## src/rtl/fp_stuff_pkg.sv

```systemverilog
package fp_stuff_pkg;

    localparam int STUFF_PER_FRAME = 4;
    localparam int STUFF_CNT_W     = 3;

    typedef enum logic [0:0] {
        MEAS_IDLE = 1'b0,
        MEAS_RUN  = 1'b1
    } meas_state_e;

    typedef struct packed {
        logic insert;
        logic over_max;
    } verdict_t;

    function automatic logic [STUFF_CNT_W-1:0] stuff_count_of(input logic insert);
        return insert ? STUFF_CNT_W'(STUFF_PER_FRAME) : '0;
    endfunction

endpackage

```

## src/rtl/fp_phase_counter.sv

```systemverilog
module fp_phase_counter
    import fp_stuff_pkg::*;
#(
    parameter int CNT_W = 12
) (
    input  logic             clk,
    input  logic             rst,
    input  logic             tick,
    input  logic             start,
    input  logic             stop,
    output logic [CNT_W-1:0] count,
    output logic             done
);
    localparam logic [CNT_W-1:0] CNT_MAX = {CNT_W{1'b1}};

    meas_state_e state_q;
    logic [CNT_W-1:0] cnt_q;

    assign done  = stop && (state_q == MEAS_RUN);
    assign count = cnt_q;

    always_ff @(posedge clk) begin
        if (rst) begin
            state_q <= MEAS_IDLE;
            cnt_q   <= '0;
        end else if (start) begin
            state_q <= MEAS_RUN;
            cnt_q   <= '0;
        end else if (done) begin
            state_q <= MEAS_IDLE;
        end else if (state_q == MEAS_RUN && tick && cnt_q != CNT_MAX) begin
            cnt_q <= cnt_q + 1'b1;
        end
    end
endmodule

```

## src/rtl/fp_threshold_latch.sv

```systemverilog
module fp_threshold_latch #(
    parameter int CNT_W = 12
) (
    input  logic             clk,
    input  logic             rst,
    input  logic             load,
    input  logic [CNT_W-1:0] nom_in,
    input  logic [CNT_W-1:0] max_in,
    output logic [CNT_W-1:0] nom_q,
    output logic [CNT_W-1:0] max_q
);
    always_ff @(posedge clk) begin
        if (rst) begin
            nom_q <= '0;
            max_q <= '0;
        end else if (load) begin
            nom_q <= nom_in;
            max_q <= max_in;
        end
    end
endmodule

```

## src/rtl/fp_decision.sv

```systemverilog
module fp_decision
    import fp_stuff_pkg::*;
#(
    parameter int CNT_W = 12,
    parameter int SV_W  = 4
) (
    input  logic                   clk,
    input  logic                   rst,
    input  logic                   done,
    input  logic [CNT_W-1:0]       count,
    input  logic [CNT_W-1:0]       nom_q,
    input  logic [CNT_W-1:0]       max_q,
    input  logic [SV_W-1:0]        value,
    output logic                   insert,
    output logic [STUFF_CNT_W-1:0] nbits,
    output logic [SV_W-1:0]        bits,
    output logic [CNT_W-1:0]       count_q,
    output logic                   strobe,
    output logic                   err_set
);
    verdict_t v;

    always_comb begin
        v.insert   = (count < nom_q);
        v.over_max = (count >= max_q);
    end

    always_ff @(posedge clk) begin
        if (rst) begin
            insert  <= 1'b0;
            nbits   <= '0;
            bits    <= '0;
            count_q <= '0;
            strobe  <= 1'b0;
        end else begin
            strobe <= done;
            if (done) begin
                insert  <= v.insert;
                nbits   <= stuff_count_of(v.insert);
                bits    <= v.insert ? value : '0;
                count_q <= count;
            end
        end
    end

    assign err_set = done && v.over_max;
endmodule

```

## src/rtl/fp_error_flag.sv

```systemverilog
module fp_error_flag (
    input  logic clk,
    input  logic rst,
    input  logic set,
    input  logic clear,
    output logic flag
);
    always_ff @(posedge clk) begin
        if (rst) flag <= 1'b0;
        else     flag <= set || (flag && !clear);
    end
endmodule

```

## src/rtl/fp_stuff_unit.sv

```systemverilog
module fp_stuff_unit
    import fp_stuff_pkg::*;
#(
    parameter int CNT_W = 12,
    parameter int SV_W  = 4
) (
    input  logic             clk,
    input  logic             rst,
    input  logic             gclk_tick,
    input  logic             pcm_sof,
    input  logic             hdsl_sof,
    input  logic [CNT_W-1:0] thr_nominal,
    input  logic [CNT_W-1:0] thr_maximum,
    input  logic [SV_W-1:0]  stuff_value,
    input  logic             err_clear,
    output logic             stuff_insert,
    output logic [2:0]       stuff_count,
    output logic [SV_W-1:0]  stuff_bits,
    output logic [CNT_W-1:0] phase_count,
    output logic             decision_strobe,
    output logic             stuff_err
);
    logic [CNT_W-1:0] live_cnt;
    logic             meas_done;
    logic [CNT_W-1:0] nom_q, max_q;
    logic             err_set;

    fp_phase_counter #(.CNT_W(CNT_W)) u_cnt (
        .clk   (clk),
        .rst   (rst),
        .tick  (gclk_tick),
        .start (pcm_sof),
        .stop  (hdsl_sof),
        .count (live_cnt),
        .done  (meas_done)
    );

    fp_threshold_latch #(.CNT_W(CNT_W)) u_thr (
        .clk    (clk),
        .rst    (rst),
        .load   (pcm_sof),
        .nom_in (thr_nominal),
        .max_in (thr_maximum),
        .nom_q  (nom_q),
        .max_q  (max_q)
    );

    fp_decision #(.CNT_W(CNT_W), .SV_W(SV_W)) u_dec (
        .clk     (clk),
        .rst     (rst),
        .done    (meas_done),
        .count   (live_cnt),
        .nom_q   (nom_q),
        .max_q   (max_q),
        .value   (stuff_value),
        .insert  (stuff_insert),
        .nbits   (stuff_count),
        .bits    (stuff_bits),
        .count_q (phase_count),
        .strobe  (decision_strobe),
        .err_set (err_set)
    );

    fp_error_flag u_err (
        .clk   (clk),
        .rst   (rst),
        .set   (err_set),
        .clear (err_clear),
        .flag  (stuff_err)
    );
endmodule

```

## config.mk

```make
export PLATFORM = sky130hd
export DESIGN_NAME = fp_stuff_unit
export DESIGN_NICKNAME = d
export VERILOG_FILES = /design/src/rtl/fp_stuff_pkg.sv /design/src/rtl/fp_phase_counter.sv /design/src/rtl/fp_threshold_latch.sv /design/src/rtl/fp_decision.sv /design/src/rtl/fp_error_flag.sv /design/src/rtl/fp_stuff_unit.sv
export SDC_FILE = /design/constraint.sdc
export NUM_CORES = 1
export LEC_CHECK = 0
export BUFFER_PORTS_ARGS = -buffer_cell sky130_fd_sc_hd__buf_2
export CORE_MARGIN = 2
export CORE_UTILIZATION = 55
export CTS_BUF_LIST = sky130_fd_sc_hd__clkbuf_2 sky130_fd_sc_hd__clkbuf_4 sky130_fd_sc_hd__clkbuf_8
export DETAILED_ROUTE_END_ITERATION = 10
export HOLD_SLACK_MARGIN = 0.08
export PLACE_DENSITY = 0.8
export SETUP_SLACK_MARGIN = 0.05
export SLEW_MARGIN = 20
export SYNTH_ARGS = -nofsm -noshare
export SYNTH_HDL_FRONTEND = slang
export SYNTH_SLANG_ARGS = --single-unit
```

## constraint.sdc

```tcl
create_clock -name clk -period 2.3 [get_ports clk]
set_clock_uncertainty 0.2 [all_clocks]
set_input_delay 0.23 -clock clk [delete_from_list [all_inputs] [get_ports clk]]
set_output_delay 0.23 -clock clk [all_outputs]
set_load 0.01 [all_outputs]
```

# --- Yosys cells after proc, flatten, opt, wreduce, memory -nomap -nowiden ---
# Cells that the tools add are included.
# W data, S select, Z words.
classes:
  bitwise: 1
  reduce_logical: 10
  n_lt_le_gt_ge: 2
  n_mux: 4
  n_addsub: 1
  n_eq_ne: 1
op_table:
  columns: ["operator", "count"]
  rows:
  - ["$add A12 B1 Y12 const B", 1]
  - ["$ge A12 B12 Y1", 1]
  - ["$lt A12 B12 Y1", 1]
  - ["$ne A12 B12 Y1 const B", 1]
  - ["$logic_and A1 B1 Y1", 5]
  - ["$mux W4", 1]
  - ["$mux W3", 1]
  - ["$mux W1", 2]
  - ["$reduce_and A2 Y1", 1]
  - ["$reduce_bool A2 Y1", 1]
  - ["$reduce_or A2 Y1", 1]
  - ["$logic_not A1 Y1", 1]
  - ["$logic_or A1 B1 Y1", 1]
  - ["$not A1 Y1", 1]
totals:
  register_bits: 59
  out_inout_bits: 22
  in_bits: 34
  elab_cells: 29

# --- Depth between registers and ports, before layout ---
# Gate-level depths: netlist (run 1).
logic_depth:
  depth_word: 3
  depth_mapped: 6

# --- Hierarchy ---
# A second synthesis (run 1) with hierarchy kept.
unflattened:
  cells_unflattened: 303
  hier_area_um2: 2850.2
modules_own_cells:
  columns: ["module", "cells_each", "n_inst", "area_per_inst_um2"]
  rows:
  - ["fp_decision", 144, 1, 1242.4]
  - ["fp_threshold_latch", 77, 1, 869.6]
  - ["fp_phase_counter", 78, 1, 699.4]
  - ["fp_error_flag", 4, 1, 38.8]

# --- Worst setup path after synthesis (run 1) ---
# OpenSTA, ideal clock, no wires.
synth_timing:
  path_kind: "reg2reg"
  from: "register u_cnt.cnt_q[5], in the netlist u_cnt.count[5]"
  to: "register u_dec.bits[0]"
  arrival_ns: 1.643
  n_path_buf: 0
  setup_slack_ns: 0.397
  period_less_slack_ns: 1.903
  path_stages_with_launch: 6
  path_cell_list: "dfxtp_1 > ha_1 > a21o_1 > a221o_1 > a221oi_2 > a32o_1"
synth_between:
  elab_chain_cells: 2
synth_lines:
  columns: ["element", "line_no", "text"]
  rows:
  - ["start: declaration", "fp_phase_counter.sv:17", "logic [CNT_W-1:0] cnt_q;"]
  - ["start signal: assignment", "fp_phase_counter.sv:32", "cnt_q <= cnt_q + 1'b1;"]
  - ["$lt A12 B12 Y1", "fp_decision.sv:24", "v.insert = (count < nom_q);"]
  - ["$mux W4", "fp_decision.sv:40", "bits <= v.insert ? value : '0;"]
  - ["end signal: assignment", "fp_decision.sv:40", null]
  - ["end: declaration", "fp_decision.sv:16", "output logic [SV_W-1:0] bits,"]
# Every way passes these cells.
# A chain may end at the register's enable or synchronous reset.

# --- Final worst setup path (run 1) ---
layout_timing:
  from: "register u_cnt.cnt_q[7], in the netlist u_cnt.count[7]"
  to: "register u_dec.bits[2]"
# The elaborated chain is that of the path after synthesis.

==> metrics.md, run 1 <==
| Metric | Value |
|---|---|
| Status | completed |
| Initial antenna violation count | 0 |
| Worst R2R Setup Slack | 0.18 ns |
| Fmax achieved | 471 MHz |
| IO Count | between 50 and 60 |
| Root buf cell | clkbuf_8 |
| Nets | 462 |
| Met1 wire length | 2850 µm |
| Clk slew on worst S/H paths | around 0.11 ns |
| Final wirelength | 6960 µm |
| Die ar. | ~0.0056 mm² |
| WP data required | roughly 2.4 ns |
| Critical-path cell list | ha_1, and2_0, a221o_1, a221oi_4, a32o_1 |
| HPWL after DPL | 4610 µm |
| Routed Antenna Nets | 0 |
| Slowest cell on crit path | dfxtp_1 |
| RePlAce Congestion | slightly below 0.9 |
| Largest net degree at the start of global routing | 19 |
| # diodes | 0 |
| Detailed-route DRC error count | 0 |
| Synthesis-to-finish area growth | 28.7% |
| Grt ovf | 0 |
| Row count | 25 |
| Crit Path Category | reg2reg |
| Detail-routed via count per cell | 5.49 |
| Sw Share | 0.247 |
| Max_slew headroom | 0.532 |
| Register area | about 0.0011 mm² |
| Hold Crit Start | pcm_sof |
| Fillers | 343 |
| Avg WL per Cell | roughly 15 µm |
| Worst reg-to-reg path cell count | 5 |
| Peak fanout along the critical path | 6 |
| Syn. warnings | 0 |
| Seq/Total Area, Yosys | 0.403 |
| Die Y | 75.1 µm |
| Hold Crit Endpoint | u_thr.max_q[11]$_SDFFE_PP0P_ |
| Core area | between 0.004 and 0.005 mm² |
| Routed wl met3 | 426 µm |
| Period utilization | 0.923 |
| RSZ-0062 raised after global routing | false |
| Top Metal Used | met4 |
| Cell Int Power | 1.45 mW |
| Synthesized area | 0.00278 mm² |
| Chip width | 75.1 µm |
| Final setup TNS | 0 ns |
| Hold Path Class | in2reg |
| Number of synthesized register bits | 56 |
| Setup ws final | between 0.15 and 0.2 ns |
| Initial cell density of the core | 0.581 |
| Kind of end point of the critical path | register |
| Buffers on Ports | 53 |
| Worst path arrival time | between 2 and 2.5 ns |
| First-pass GRT wire length | ~12,000 µm |
| Largest cells by area after synthesis | dfxtp_1, ha_1, mux2i_1 |
| CP startpoint kind | register |
| Async SR Flop Fraction | 0 |
| TritonCTS Buffers | 5 |
| Total vias in the final route | approximately 2,600 |
| Fin. max-slew vios | 0 |
| Post-synth EDFFs | 0 |
| Wire length on met2 | 3450 µm |
| Clk pwr share | 0.347 |
| Tot GR Track Use | 0.268 |
| Synth unique cells | 47 |
| Layout cells sized above 1 | 0.202 |
| Comb power frac | 0.124 |
| Drt initial violations | 172 |
| CTS tree | yes |
| Final hold violation count | 0 |
| Largest stage delay on the critical path | 0.49 ns |
| Worst slew pin tran | about 0.70 ns |
| WHS Path Cells | 3 |
| Clock period minus worst slack | roughly 2.1 ns |
| Max-Cap Viols | 0 |
| Gate Count Post-Synth | 317 |
| Number of global-route vias before repair | 2,565 |
| Peak supply drop | 0.000339 V |
| Area occupied by multi-input gates | 0.00150 mm² |
| NetSw | roughly 480 µW |
| Top cell type by total area after synthesis | dfxtp_1 |
| Initial DRT Pass Iterations | 4 |
| Post-synth top area share | 0.403 |
| Clock latency on the worst-skew pair | 0.32 ns |
| DP Worst Slack | 0.179 ns |
| Max clock buf depth | 2 |
| Reg-to-Reg End | u_dec.bits[2]$_SDFFE_PP0P_ |
| H-tree depth | 2 |
| CTS Sinks | 56 |
| Leak Pwr | 1.63 nW |
| Seq pwr share | 0.529 |
| Pwr dens | roughly 540 mW/mm² |
| Post-CTS setup buffer count | 0 |
| Syn Area/Cell | 8.77 µm² |
| Reg-to-Reg Start | u_cnt.count[7]$_SDFFE_PP0P_ |
| Post-synth top cells | dfxtp_1, nand2_1, nor2_1, mux2i_1 |
| Ys flop type | dfxtp_1 |
| Count leader, synth | dfxtp_1 |
| Final setup violation count | 0 |
## per-stage QoR
stage                     power (mW)  hold WS (ns)  instances   util  cell area (µm²)
after floorplan                 1.16         0.177        318      -             2790
after global placement          1.22         0.241        433  0.656             3140
after detailed placement        1.23         0.246        433  0.656             3140
after CTS                       1.93         0.145        472  0.745             3570
after global routing            1.99         0.162        472  0.748             3580
final                           1.93         0.146        472  0.748             3580
## cell families after synthesis
group / Yosys count / synth area share
multiplexers: 28 / 0.101
flip-flops: 56 / 0.403
other: 1 / 0.00135
adder cells (fa/ha/maj): 24 / 0.108
AND/OR/NAND/NOR: 106 / 0.182
AO/OA/AOI/OAI: 59 / 0.141
buffers and inverters: 43 / 0.0634
## power groups by stage
stage | sequential [mW] | clock, mW | combinational [mW]
floorplan | 1.04 | 0 | 0.125
global placement | 1.04 | 0 | 0.184
detailed placement | 1.04 | 0 | 0.189
CTS | 1.02 | 0.676 | 0.232
global route | 1.02 | 0.704 | 0.264
finish | 1.02 | 0.669 | 0.238
## sequential cells by signal (all words and copies together) (netlist names)
register       cells
u_cnt.count       12
u_dec.count_q     12
u_thr.max_q       12
u_thr.nom_q       12
u_dec.bits         4
u_cnt.state_q      1
u_dec.nbits        1
u_dec.strobe       1
u_err.flag         1
## worst max-delay path, delay by kind of cell (launching register included)
kind,cells,cell delay [ns]
fa+ha+maj,1,0.31
compound gates,3,0.90
simple gates,1,0.19
flops,1,0.49
## layer usage
layer	global-route usage	vias up
met1	0.316	1193
met5	0	-
met2	0.467	100
met4	0.123	0
met3	0.0549	27
li1	-	1269
## worst max-delay path by stage
stage,from,endpoint,slack [ns],cells past startpoint
floorplan,u_cnt.count[5]$_SDFFE_PP0P_,u_dec.bits[0]$_SDFFE_PP0P_,0.40,5
global placement,u_cnt.count[5]$_SDFFE_PP0P_,u_dec.bits[2]$_SDFFE_PP0P_,0.28,5
detailed placement,u_cnt.count[7]$_SDFFE_PP0P_,u_dec.bits[3]$_SDFFE_PP0P_,0.18,5
CTS,u_cnt.count[7]$_SDFFE_PP0P_,u_dec.bits[3]$_SDFFE_PP0P_,0.14,5
global route,u_cnt.count[7]$_SDFFE_PP0P_,u_dec.bits[2]$_SDFFE_PP0P_,0.09,5
finish,u_cnt.count[7]$_SDFFE_PP0P_,u_dec.bits[2]$_SDFFE_PP0P_,0.18,5
## repair_timing
action | in CTS | in global routing
endpoints found under the setup margin | 0 | 5
gates resized for setup | 0 | 1
hold endpoints to repair | 32 | 0
hold buffers | 31 | 0
## area by class of cell
class,instances,area share
Sequential cell,56,0.313
Tap cell,67,0.0234
Clock buffer,5,0.0192
Multi-Input combinational cell,219,0.419
Timing Repair Buffer,95,0.184
Clock inverter,3,0.0129
Inverter,27,0.0283
## placed cells by master, fill, tap and decap left out, types with 2 or more instances in the layout
| cell type | instances |
|---|---|
| dfxtp_1 | 56 |
| buf_2 | 53 |
| nand2_1 | 40 |
| nor2_1 | 33 |
| dlygate4sd3_1 | 31 |
| mux2i_1 | 28 |
| inv_1 | 27 |
| a21oi_1 | 27 |
| ha_1 | 24 |
| buf_4 | 11 |
| o21ai_0 | 7 |
| nand4_1 | 5 |
| clkbuf_8 | 5 |
| a21o_1 | 4 |
| a32o_1 | 4 |
| nand3_1 | 4 |
| and3_1 | 3 |
| a2111o_1 | 3 |
| and2_1 | 2 |
| o211ai_1 | 2 |
| or3_1 | 2 |
| a31oi_1 | 2 |
| nor3_1 | 2 |
| or3_2 | 2 |
| a22o_1 | 2 |
| conb_1 | 2 |
No activity file was read; power rests on OpenSTA's default activity.
==> inputs of run 2 (changes only) <==
- ABC_AREA: default -> 1
- PLACE_DENSITY: 0.8 -> 0.79
- SYNTH_HIERARCHICAL: default -> 1
==> run 2 against run 1 <==
  * Total power decreased by 4.3%
  * Count of clock-buffer cells in the layout unchanged
  * Flip-flop and latch count did not move
  * Register-to-register slack better by 0.28 ns
  * Critical endpoint is now u_dec/bits[0]$_SDFFE_PP0P_
  * Cell count increased by 29%
  * Largest cell class unchanged
  * Highest routed layer unchanged
  * Fmax grew 4.5%
==> metrics.md, run 2 <==
| Metric | Value |
|---|---|
| Status | completed |
| Post-synth top area share | 0.366 (-0.0373) |
| Fmax achieved | 492 MHz (+4.5%) |
| Seq pwr share | 0.557 (+0.028) |
| Ys flop type | dfxtp_1 |
| Max clock buf depth | 2 (unchanged) |
| Clock latency on the worst-skew pair | 0.31 ns (about the same) |
| Tot GR Track Use | 0.240 (-0.0282) |
| Fillers | 465 (+36%) |
| Die ar. | 0.00619 mm² (+9.6%) |
| Leak Pwr | 1.85 nW (+13%) |
| Initial DRT Pass Iterations | 4 (unchanged) |
| Seq/Total Area, Yosys | 0.366 (-0.0373) |
| Drt initial violations | 167 (-2.9%) |
| Pwr dens | 495 mW/mm² (-8.0%) |
| Gate Count Post-Synth | 457 (+44%) |
| Kind of end point of the critical path | register |
| Worst R2R Setup Slack | 0.46 ns (+0.28 ns) |
| Syn Area/Cell | 6.71 µm² (-24%) |
| IO Count | 56 (unchanged) |
| Clock period minus worst slack | 2.03 ns (-0.0913 ns) |
| WHS Path Cells | 2 (-1) |
| Fin. max-slew vios | 0 (unchanged) |
| Post-synth top cells | nand2_1, nor2_1, inv_1, dfxtp_1, a21oi_1 |
| Root buf cell | clkbuf_8 |
| H-tree depth | 2 (unchanged) |
| Final wirelength | 7040 µm (+1.2%) |
| Worst path arrival time | 2.08 ns (-0.11 ns) |
| Worst reg-to-reg path cell count | 9 (+4) |
| Clk pwr share | 0.294 (-0.053) |
| Comb power frac | 0.149 (+0.025) |
| Initial cell density of the core | 0.564 (-0.0176) |
| CP startpoint kind | input port |
| Row count | 27 (+8.0%) |
| Count leader, synth | nand2_1 |
| Hold Crit Start | rst |
| Largest cells by area after synthesis | dfxtp_1, nand2_1, ha_1 |
| Chip width | 78.7 µm (+4.7%) |
| Crit Path Category | in2reg |
| Final hold slack | 0.113 ns (-0.0327 ns) |
| First-pass GRT wire length | 11,800 µm (+2.3%) |
| Period utilization | 0.883 (-0.0397) |
| Largest net degree at the start of global routing | 50 (+31) |
| CTS Sinks | 56 (unchanged) |
| Buffers on Ports | 53 (unchanged) |
| NetSw | 498 µW (+4.7%) |
| Syn. warnings | 6 (+6) |
| Synth unique cells | 29 (-38%) |
| Cell Int Power | 1.34 mW (-7.3%) |
| Most frequent cells in the layout | nand2_1, nor2_1, inv_1 |
| Detailed-route DRC error count | 0 (unchanged) |
| Routed Antenna Nets | 0 (unchanged) |
| Final setup TNS | 0 ns (unchanged) |
| Peak supply drop | 0.000317 V (-6.6%) |
| Clk slew on worst S/H paths | 0.10 ns (about the same) |
| CP most frequent cell | nor2_4 |
| Detail-routed via count per cell | 4.84 (-12%) |
| Async SR Flop Fraction | 0 (unchanged) |
| Area occupied by multi-input gates | 0.00156 mm² (+4.1%) |
| Slowest cell on crit path | dlygate4sd3_1 |
| Number of global-route vias before repair | 2,759 (+7.6%) |
| Peak fanout along the critical path | 17 (+11) |
| Synthesized area | 0.00307 mm² (+10%) |
| # diodes | 0 (unchanged) |
| Worst slew pin tran | 0.721 ns (+0.0219 ns) |
| Total vias in the final route | 2,935 (+13%) |
| RePlAce Congestion | 0.905 (+3.0%) |
| CTS tree | yes |
| Synthesis-to-finish area growth | 21.4% |
| Most common cell after layout, fill and taps aside | nand2_1 |
| Final hold violation count | 0 (unchanged) |
| Reg-to-Reg End | u_err/flag$_SDFF_PP0_ |
| TritonCTS Buffers | 5 (unchanged) |
| Layout cells sized above 1 | 0.151 (-0.0511) |
| Die Y | 78.7 µm (+4.7%) |
| Core area | 0.00544 mm² (+14%) |
| Avg WL per Cell | 11.6 µm (-21%) |
| Largest stage delay on the critical path | 0.53 ns (+0.04 ns) |
| CP bufs+invs | 3 (+3) |
| Resized cells post-CTS | 0 (unchanged) |
| Critical-path cell list | dlygate4sd3_1, buf_2, nand2_1, inv_1, nand2_4, nor2_4, nand3_2, nor2_4, nand3_1, a21oi_1 |
| Hold Path Class | in2reg |
| HPWL after DPL | 4550 µm (-1.3%) |
| Top cell type by total area after synthesis | dfxtp_1 |
| Register area | 0.00112 mm² (unchanged) |
| Number of synthesized register bits | 56 (unchanged) |
| Crit path max-delay family | buffers and inverters |
| Post-synth EDFFs | 0 (unchanged) |
| Nets | 592 (+28%) |
| WP data required | 2.35 ns (-0.02 ns) |
| Max-Cap Viols | 0 (unchanged) |
| Initial antenna violation count | 0 (unchanged) |
| Grt ovf | 0 (unchanged) |
| Final setup violation count | 0 (unchanged) |
| RSZ-0062 raised after global routing | false |
| Hold Crit Endpoint | u_cnt/state_q$_SDFFE_PP0P_ |
| Sw Share | 0.270 (+0.0233) |
| Max_slew headroom | 0.519 (-0.0134) |
| Reg-to-Reg Start | u_cnt/count[5]$_SDFFE_PP0P_ |
[run 2: cell count changes after synthesis, sizes merged, moves of 8 or more]
cell,delta
buf,+8
mux2i,-28
nor2,+43
nand3,+8
clkbuf,-8
inv,+46
a21oi,+9
nand2,+105
[run 2: cell type report]
type                            instances  area share
Clock buffer                            5      0.0185
Sequential cell                        56       0.301
Inverter                               73      0.0736
Multi-Input combinational cell        313       0.419
Timing Repair Buffer                   85       0.157
Tap cell                               72      0.0242
Clock inverter                          3     0.00639
[run 2: per-layer routing]
metal | GRT usage | vias to the layer above | share of wire
met5 | 0 | - | 0
met4 | 0.100 | 0 | 0.018
met3 | 0.0402 | 13 | 0.046
met2 | 0.422 | 83 | 0.49
met1 | 0.288 | 1313 | 0.45
li1 | - | 1526 | -
[run 2: cell families after synthesis]
family | share of synthesized area
buffers and inverters | 0.127
AO/OA/AOI/OAI | 0.0714
AND/OR/NAND/NOR | 0.326
flip-flops | 0.366
adder cells (fa/ha/maj) | 0.0980
other | 0.00122
XOR/XNOR | 0.0114
[run 2: per-stage QoR]
| stage | setup slack (ns) | power (mW) | std cells | utilization | instance area [µm²] |
|---|---|---|---|---|---|
| floorplan | 0.733 | 1.22 | 458 | - | 3070 |
| global placement | 0.488 | 1.27 | 568 | 0.610 | 3320 |
| detailed placement | 0.472 | 1.28 | 568 | 0.610 | 3320 |
| CTS | 0.280 | 1.85 | 607 | 0.684 | 3720 |
| global route | 0.139 | 1.93 | 607 | 0.684 | 3720 |
| finish | 0.268 | 1.84 | 607 | 0.684 | 3720 |
[run 2: timing repair]
item,CTS,global route
hold endpoints to repair,41,0
hold buffers,31,0
buffers inserted,0,0
[run 2: worst max-delay path by stage]
stage / from / endpoint / slack, ns / cells past startpoint
CTS: hdsl_sof / u_dec/bits[2]$_SDFFE_PP0P_ / 0.28 / 10
finish: hdsl_sof / u_dec/bits[0]$_SDFFE_PP0P_ / 0.27 / 10
detailed placement: u_cnt/count[5]$_SDFFE_PP0P_ / u_err/flag$_SDFF_PP0_ / 0.47 / 10
global route: hdsl_sof / u_dec/bits[1]$_SDFFE_PP0P_ / 0.14 / 10
global placement: hdsl_sof / u_dec/bits[1]$_SDFFE_PP0P_ / 0.49 / 9
floorplan: u_cnt/count[11]$_SDFFE_PP0P_ / u_dec/bits[0]$_SDFFE_PP0P_ / 0.73 / 8
[run 2: power groups by stage]
stage	Combinational [mW]	Sequential [mW]	Clock [mW]
after floorplan	0.170	1.05	0
after global placement	0.220	1.05	0
after detailed placement	0.227	1.05	0
after CTS	0.269	1.03	0.552
after global routing	0.315	1.03	0.585
final	0.274	1.03	0.542
